File: config.mk
export PLATFORM = sky130hd
export DESIGN_NAME = sio_regport
export DESIGN_NICKNAME = d
export VERILOG_FILES = /design/src/rtl/sio_regport_pkg.sv /design/src/rtl/srp_ptr_fsm.sv /design/src/rtl/srp_wreg_bank.sv /design/src/rtl/srp_cmd_dec.sv /design/src/rtl/srp_read_mux.sv /design/src/rtl/sio_regport.sv
export SDC_FILE = /design/constraint.sdc
export NUM_CORES = 1
export LEC_CHECK = 0
export BUFFER_PORTS_ARGS = -buffer_cell sky130_fd_sc_hd__buf_4
export CAP_MARGIN = 20
export CELL_PAD_IN_SITES_DETAIL_PLACEMENT = 2
export CELL_PAD_IN_SITES_GLOBAL_PLACEMENT = 2
export CORE_MARGIN = 2
export CORE_UTILIZATION = 28
export CTS_BUF_LIST = sky130_fd_sc_hd__clkbuf_16
export CTS_CLUSTER_DIAMETER = 200
export DETAILED_ROUTE_END_ITERATION = 10
export PLACE_DENSITY_LB_ADDON = 0.1
export SLEW_MARGIN = 20
export SYNTH_ARGS = -nofsm -noshare
export SYNTH_HDL_FRONTEND = slang
export SYNTH_SLANG_ARGS = --single-unit
File: constraint.sdc
create_clock -name clk -period 1.9 [get_ports clk]
set_input_delay 0.38 -clock clk [delete_from_list [all_inputs] [get_ports clk]]
set_output_delay 0.38 -clock clk [all_outputs]
set_load 0.02 [all_outputs]
File: src/rtl/sio_regport_pkg.sv
package sio_regport_pkg;

  // command codes carried in bits [6:4] of register 0
  typedef enum logic [2:0] {
    CMD_NONE     = 3'd0,
    CMD_RST_EXT  = 3'd1,
    CMD_RST_ERR  = 3'd2,
    CMD_RST_TXIP = 3'd3,
    CMD_RST_IUS  = 3'd4
  } cmd_e;

  // one-hot strobe vector, bit order {ius, txip, err, ext}
  function automatic logic [3:0] cmd_strobes(input logic [2:0] code);
    logic [3:0] s;
    s = 4'b0000;
    case (cmd_e'(code))
      CMD_RST_EXT:  s = 4'b0001;
      CMD_RST_ERR:  s = 4'b0010;
      CMD_RST_TXIP: s = 4'b0100;
      CMD_RST_IUS:  s = 4'b1000;
      default:      s = 4'b0000;
    endcase
    return s;
  endfunction

  function automatic logic [7:0] pack_status(
    input logic rx_avail, input logic tx_empty, input logic cts,
    input logic dcd, input logic sync, input logic brk);
    return {2'b00, brk, sync, dcd, cts, tx_empty, rx_avail};
  endfunction

endpackage

File: src/rtl/srp_ptr_fsm.sv
module srp_ptr_fsm #(
  parameter int PTR_W = 4
) (
  input  logic             clk,
  input  logic             rst_n,
  input  logic             ctl_wr,
  input  logic             ctl_rd,
  input  logic [PTR_W-1:0] wdata_ptr,
  output logic [PTR_W-1:0] ptr,
  output logic             wr0_hit,
  output logic             wrx_hit
);
  logic [PTR_W-1:0] ptr_q;
  logic             ptr_zero;

  assign ptr_zero = (ptr_q == '0);
  assign wr0_hit  = ctl_wr & ptr_zero;
  assign wrx_hit  = ctl_wr & ~ptr_zero;
  assign ptr      = ptr_q;

  always_ff @(posedge clk) begin
    if (!rst_n) begin
      ptr_q <= '0;
    end else if (wr0_hit) begin
      ptr_q <= wdata_ptr;
    end else if (wrx_hit || ctl_rd) begin
      ptr_q <= '0;
    end
  end
endmodule

File: src/rtl/srp_wreg_bank.sv
module srp_wreg_bank #(
  parameter int DW    = 8,
  parameter int NREG  = 16,
  parameter int PTR_W = 4
) (
  input  logic                      clk,
  input  logic                      rst_n,
  input  logic                      we,
  input  logic [PTR_W-1:0]          idx,
  input  logic [DW-1:0]             din,
  output logic [NREG-1:0][DW-1:0]   regs
);
  for (genvar k = 0; k < NREG; k++) begin : g_reg
    logic hit;
    assign hit = we && (idx == PTR_W'(k));
    always_ff @(posedge clk) begin
      if (!rst_n) begin
        regs[k] <= '0;
      end else if (hit) begin
        regs[k] <= din;
      end
    end
  end
endmodule

File: src/rtl/srp_cmd_dec.sv
module srp_cmd_dec (
  input  logic       clk,
  input  logic       rst_n,
  input  logic       wr0_hit,
  input  logic [2:0] code,
  output logic [3:0] strobes
);
  import sio_regport_pkg::*;

  always_ff @(posedge clk) begin
    if (!rst_n) begin
      strobes <= 4'b0000;
    end else if (wr0_hit) begin
      strobes <= cmd_strobes(code);
    end else begin
      strobes <= 4'b0000;
    end
  end
endmodule

File: src/rtl/srp_read_mux.sv
module srp_read_mux #(
  parameter int DW      = 8,
  parameter int NREG    = 16,
  parameter int PTR_W   = 4,
  parameter int ERR_IDX = 1,
  parameter int IP_IDX  = 3
) (
  input  logic                    ctl_rd,
  input  logic                    dat_rd,
  input  logic [PTR_W-1:0]        ptr,
  input  logic [DW-1:0]           status,
  input  logic [DW-1:0]           err_reg,
  input  logic [DW-1:0]           ip_reg,
  input  logic [DW-1:0]           rx_data,
  input  logic [NREG-1:0][DW-1:0] regs,
  output logic [DW-1:0]           rdata
);
  logic [DW-1:0] sel;

  always_comb begin
    if (ptr == '0)                        sel = status;
    else if (ptr == PTR_W'(ERR_IDX))      sel = err_reg;
    else if (ptr == PTR_W'(IP_IDX))       sel = ip_reg;
    else                                  sel = regs[ptr];
  end

  always_comb begin
    if (dat_rd)      rdata = rx_data;
    else if (ctl_rd) rdata = sel;
    else             rdata = '0;
  end
endmodule

File: src/rtl/sio_regport.sv
module sio_regport #(
  parameter int DW      = 8,
  parameter int NREG    = 16,
  parameter int ERR_W   = 3,
  parameter int ERR_IDX = 1,
  parameter int IP_IDX  = 3
) (
  input  logic               clk,
  input  logic               rst_n,
  input  logic               bus_addr,
  input  logic               bus_wr,
  input  logic               bus_rd,
  input  logic [DW-1:0]      bus_wdata,
  output logic [DW-1:0]      bus_rdata,
  input  logic [DW-1:0]      rx_data,
  input  logic               rx_avail,
  input  logic               tx_empty,
  input  logic               line_cts,
  input  logic               line_dcd,
  input  logic               line_sync,
  input  logic               line_brk,
  input  logic [ERR_W-1:0]   rx_err,
  input  logic [DW-1:0]      int_pend,
  output logic               rx_pop,
  output logic               tx_load,
  output logic [DW-1:0]      tx_data,
  output logic               cmd_rst_ext,
  output logic               cmd_rst_err,
  output logic               cmd_rst_txip,
  output logic               cmd_rst_ius,
  output logic [NREG*DW-1:0] wreg_flat
);
  import sio_regport_pkg::*;

  localparam int PTR_W = $clog2(NREG);

  // named access events
  logic ctl_wr, ctl_rd, dat_wr, dat_rd;
  assign ctl_wr = bus_wr & ~bus_addr;
  assign dat_wr = bus_wr &  bus_addr;
  assign ctl_rd = bus_rd & ~bus_wr & ~bus_addr;
  assign dat_rd = bus_rd & ~bus_wr &  bus_addr;

  logic [PTR_W-1:0] ptr_q;
  logic             wr0_hit, wrx_hit;

  srp_ptr_fsm #(.PTR_W(PTR_W)) u_ptr (
    .clk       (clk),
    .rst_n     (rst_n),
    .ctl_wr    (ctl_wr),
    .ctl_rd    (ctl_rd),
    .wdata_ptr (bus_wdata[PTR_W-1:0]),
    .ptr       (ptr_q),
    .wr0_hit   (wr0_hit),
    .wrx_hit   (wrx_hit)
  );

  logic [NREG-1:0][DW-1:0] regs;

  srp_wreg_bank #(.DW(DW), .NREG(NREG), .PTR_W(PTR_W)) u_bank (
    .clk   (clk),
    .rst_n (rst_n),
    .we    (ctl_wr),
    .idx   (ptr_q),
    .din   (bus_wdata),
    .regs  (regs)
  );
  assign wreg_flat = regs;

  logic [3:0] cmd_vec;

  srp_cmd_dec u_cmd (
    .clk     (clk),
    .rst_n   (rst_n),
    .wr0_hit (wr0_hit),
    .code    (bus_wdata[6:4]),
    .strobes (cmd_vec)
  );
  assign cmd_rst_ext  = cmd_vec[0];
  assign cmd_rst_err  = cmd_vec[1];
  assign cmd_rst_txip = cmd_vec[2];
  assign cmd_rst_ius  = cmd_vec[3];

  logic [DW-1:0] status_b, err_b;
  assign status_b = DW'(pack_status(rx_avail, tx_empty, line_cts,
                                    line_dcd, line_sync, line_brk));
  assign err_b    = DW'(rx_err);

  srp_read_mux #(.DW(DW), .NREG(NREG), .PTR_W(PTR_W),
                 .ERR_IDX(ERR_IDX), .IP_IDX(IP_IDX)) u_rmux (
    .ctl_rd  (ctl_rd),
    .dat_rd  (dat_rd),
    .ptr     (ptr_q),
    .status  (status_b),
    .err_reg (err_b),
    .ip_reg  (int_pend),
    .rx_data (rx_data),
    .regs    (regs),
    .rdata   (bus_rdata)
  );

  assign rx_pop = dat_rd;

  // transmit holding load, one cycle after the data-port write
  always_ff @(posedge clk) begin
    if (!rst_n) begin
      tx_load <= 1'b0;
      tx_data <= '0;
    end else begin
      tx_load <= dat_wr;
      if (dat_wr) tx_data <= bus_wdata;
    end
  end
endmodule

==> flow_summary.toml <==
[job]
max-cap-violations = 0

[global_route]
gr-total-overflow = 0
antenna_found_initial = 0
grt_pass1_vias = 7864
grt_pass1_wl_um = 47800
grt_max_degree = 61
grt_use_total_pct = 24.2

[synth]
seq_area_frac_synth_pct = 41.1
ys_types = 51
synth_edf_count = 0
synth.avg_cell_area_um2 = 9.21
ys_seq_elements = 145
syn_nets = 805
synth_ff_type = "dfxtp_1"
async_flop_share_pct = 0
synth_warnings = 0
synth_area_mm2 = 0.00706
netlist_instances = 767

[status]
status = "finished with violations"
violations = "negative setup slack"

[final_layout]
fillers = 2726
area_growth_pct = 50.5
design_area_mm2 = 0.0106
multi_input_area_mm2 = 0.00395
drive_gt1_share_pct = 42.9
final_net_count = 1085
diodes = 0
final_core_util_pct = 42.6
seq_area_mm2 = 0.00291

[sta]
setup_viol = 8
rsz0062_at_grt = "true"
max_freq_mhz = 345
worstMarginPinSlew_ns = 0.564
period_needed_ns = 2.90
slew_violations = 0
fin_ws_ns = -0.998
fin_crit_sh_pct = 153
holdWs_ns = 0.359
max_slew_margin_pct = 62.4
fin_skew_ns = 0.0120
hold_viol_final = 0

[place]
dpl-instance-area_mm2 = 0.00968
portBuffers = 187
dp_slack_ns = -0.666
dp_hpwl_um = 23300
gp_congestion = 0.873

[route]
first_pass_iters = 5
wl_per_cell_um = 23.4
avgViaCountPerCell = 5.04
postRouteAntennaNets = 0
wl_um = 32500
drc = 0
drt_iter0_drc = 350
via_count = 7006

[power]
total_power_uw = 7130
powerDensity_mw_per_mm2 = 671
p_leak_uw = 0.00419
peakVddDrop_v = 0.000507

[clocking]
cts_root_buf = "clkbuf_16"
clk_path_buf_depth = 2
h-tree-depth = 4
clk_pin_slew_ns = 0.06
cts_tree = "built"
cts_sinks = 145
cts_hold_buf = 0
clk_latency_ns = 0.43
cts_buffers = 17

[setup_path]
end_kind = "output port"
slowest_delay_ns = 0.51
start_kind = "register"
crit_type = "reg -> out"
crit_slowest_cell = "mux4_2"
cp_data_arrival_time_ns = 2.52
path_cells = "buf_6, mux4_2, o21bai_4, a222oi_1, buf_4, o21ai_2, buf_6"
crit_required_ns = 1.52
worst-path-max-fanout = 5
critPathMostFrequentCell = "buf_6"

[floorplan]
die_w_um = 163
start_util_pct = 28.3
die_h_um = 163
dieArea_mm2 = 0.0265
coreArea_mm2 = 0.0250
rows = 58
ioPinCount = 188

[hold_path]
hp-class = "in -> reg"
worst max-delay path, delay by kind of cell, from the launching register on:
family	cells	cell delay [ns]
multiplexers	1	0.51
flip-flops	1	0.41
AO/OA/AOI/OAI	3	0.72
buffers and inverters	3	0.45
sequential cells by signal (all words and copies together), names as in the netlist:
register and flops:
tx_data 8, tx_load 1, u_bank.regs 128, u_cmd.strobes 4, u_ptr.ptr 4
stage by stage:
step / instances / setup TNS, ns
after floorplan: 767 / -0.622
after global placement: 1345 / -17.80
after detailed placement: 1345 / -24.32
after CTS: 1381 / -7.34
after global routing: 1389 / -8.33
final: 1389 / -7.51
final cells by class:
class                      instances  share of cell area [%]
timing repair buffer             335                    26.5
inverter                           5                   0.200
clock buffer                      17                    4.00
clock inverter                    14                   0.871
sequential                       145                    27.4
multi-input combinational        543                    37.2
tap                              330                    3.89
cells in the final DEF (no fill, tap or decap), drive strengths merged, types with 10 or more instances in the layout:
master  count
a21boi     92
o21ai      25
nand2     120
nor2       19
inv        10
nand3      74
nor2b      53
nor3       10
mux2i      61
mux4       17
clkbuf     18
mux2       15
buf       334
dfxtp     145
a21oi      10
layer usage:
layer / global-route usage [%] / up-vias / routed length (µm)
met5: 0 / - / 0
met2: 45.0 / 178 / 17000
li1: - / 3232 / -
met1: 29.4 / 3562 / 13700
met3: 3.62 / 34 / 1350
met4: 5.15 / 0 / 421
Yosys cell counts, types with 2 or more instances:
| cell type | instances | area, µm² |
|---|---|---|
| inv_1 | 5 | 18.8 |
| buf_2 | 12 | 60.1 |
| o21ai_0 | 22 | 110 |
| dfxtp_1 | 145 | 2900 |
| o22ai_1 | 8 | 50.1 |
| nor3_4 | 2 | 32.5 |
| a22o_1 | 2 | 17.5 |
| o31a_1 | 2 | 17.5 |
| mux2i_1 | 61 | 611 |
| o221ai_1 | 3 | 26.3 |
| mux2_2 | 15 | 169 |
| buf_6 | 8 | 90.1 |
| mux4_2 | 8 | 180 |
| nor2_1 | 17 | 63.8 |
| nor3_1 | 8 | 40.0 |
| nand3_1 | 74 | 370 |
| mux4_1 | 3 | 78.8 |
| nor2b_1 | 53 | 332 |
| buf_1 | 3 | 11.3 |
| and3_1 | 2 | 12.5 |
| o31ai_1 | 2 | 15.0 |
| o21ai_1 | 3 | 15.0 |
| o211ai_1 | 2 | 15.0 |
| nand3b_1 | 4 | 30.0 |
| a22oi_1 | 3 | 22.5 |
| buf_4 | 6 | 45.0 |
| nand2_1 | 119 | 447 |
| clkbuf_1 | 43 | 161 |
| o21bai_1 | 3 | 22.5 |
| nand2b_1 | 2 | 12.5 |
| mux4_4 | 6 | 150 |
| a21boi_0 | 91 | 683 |
| a222oi_1 | 3 | 30.0 |
| a21oi_1 | 10 | 50.1 |
where the power goes:
part / internal [µW] / switching, µW
Combinational: 428 / 533
Sequential: 3070 / 27.8
Clock: 1650 / 1420
logic make-up after synthesis:
family / Yosys count / synth area share [%]
and+or+nand+nor: 294 / 20.8
DFF: 145 / 41.1
AOI/OAI and AO/OA: 156 / 15.5
buffers and inverters: 79 / 5.79
muxes: 93 / 16.8
worst paths after layout:
path	startpoint	to	slack [ns]	depth (start not counted)
hold reg to reg	tx_data[4]	tx_data[4]	0.48	2
setup / recovery	u_ptr.ptr[0]	bus_rdata[5]	-1.0	7
hold / removal	bus_wdata[0]	u_bank.regs[120]	0.36	3
setup reg to reg	u_ptr.ptr[1]	u_bank.regs[7]	0.05	9
repair_timing:
item,4_1_cts,5_1_grt
gates cloned,1,1
buffers inserted,4,8
gates resized for setup,34,58
setup endpoints to repair,78,86
pin swaps,5,17
No activity file was read; power rests on OpenSTA's default activity.
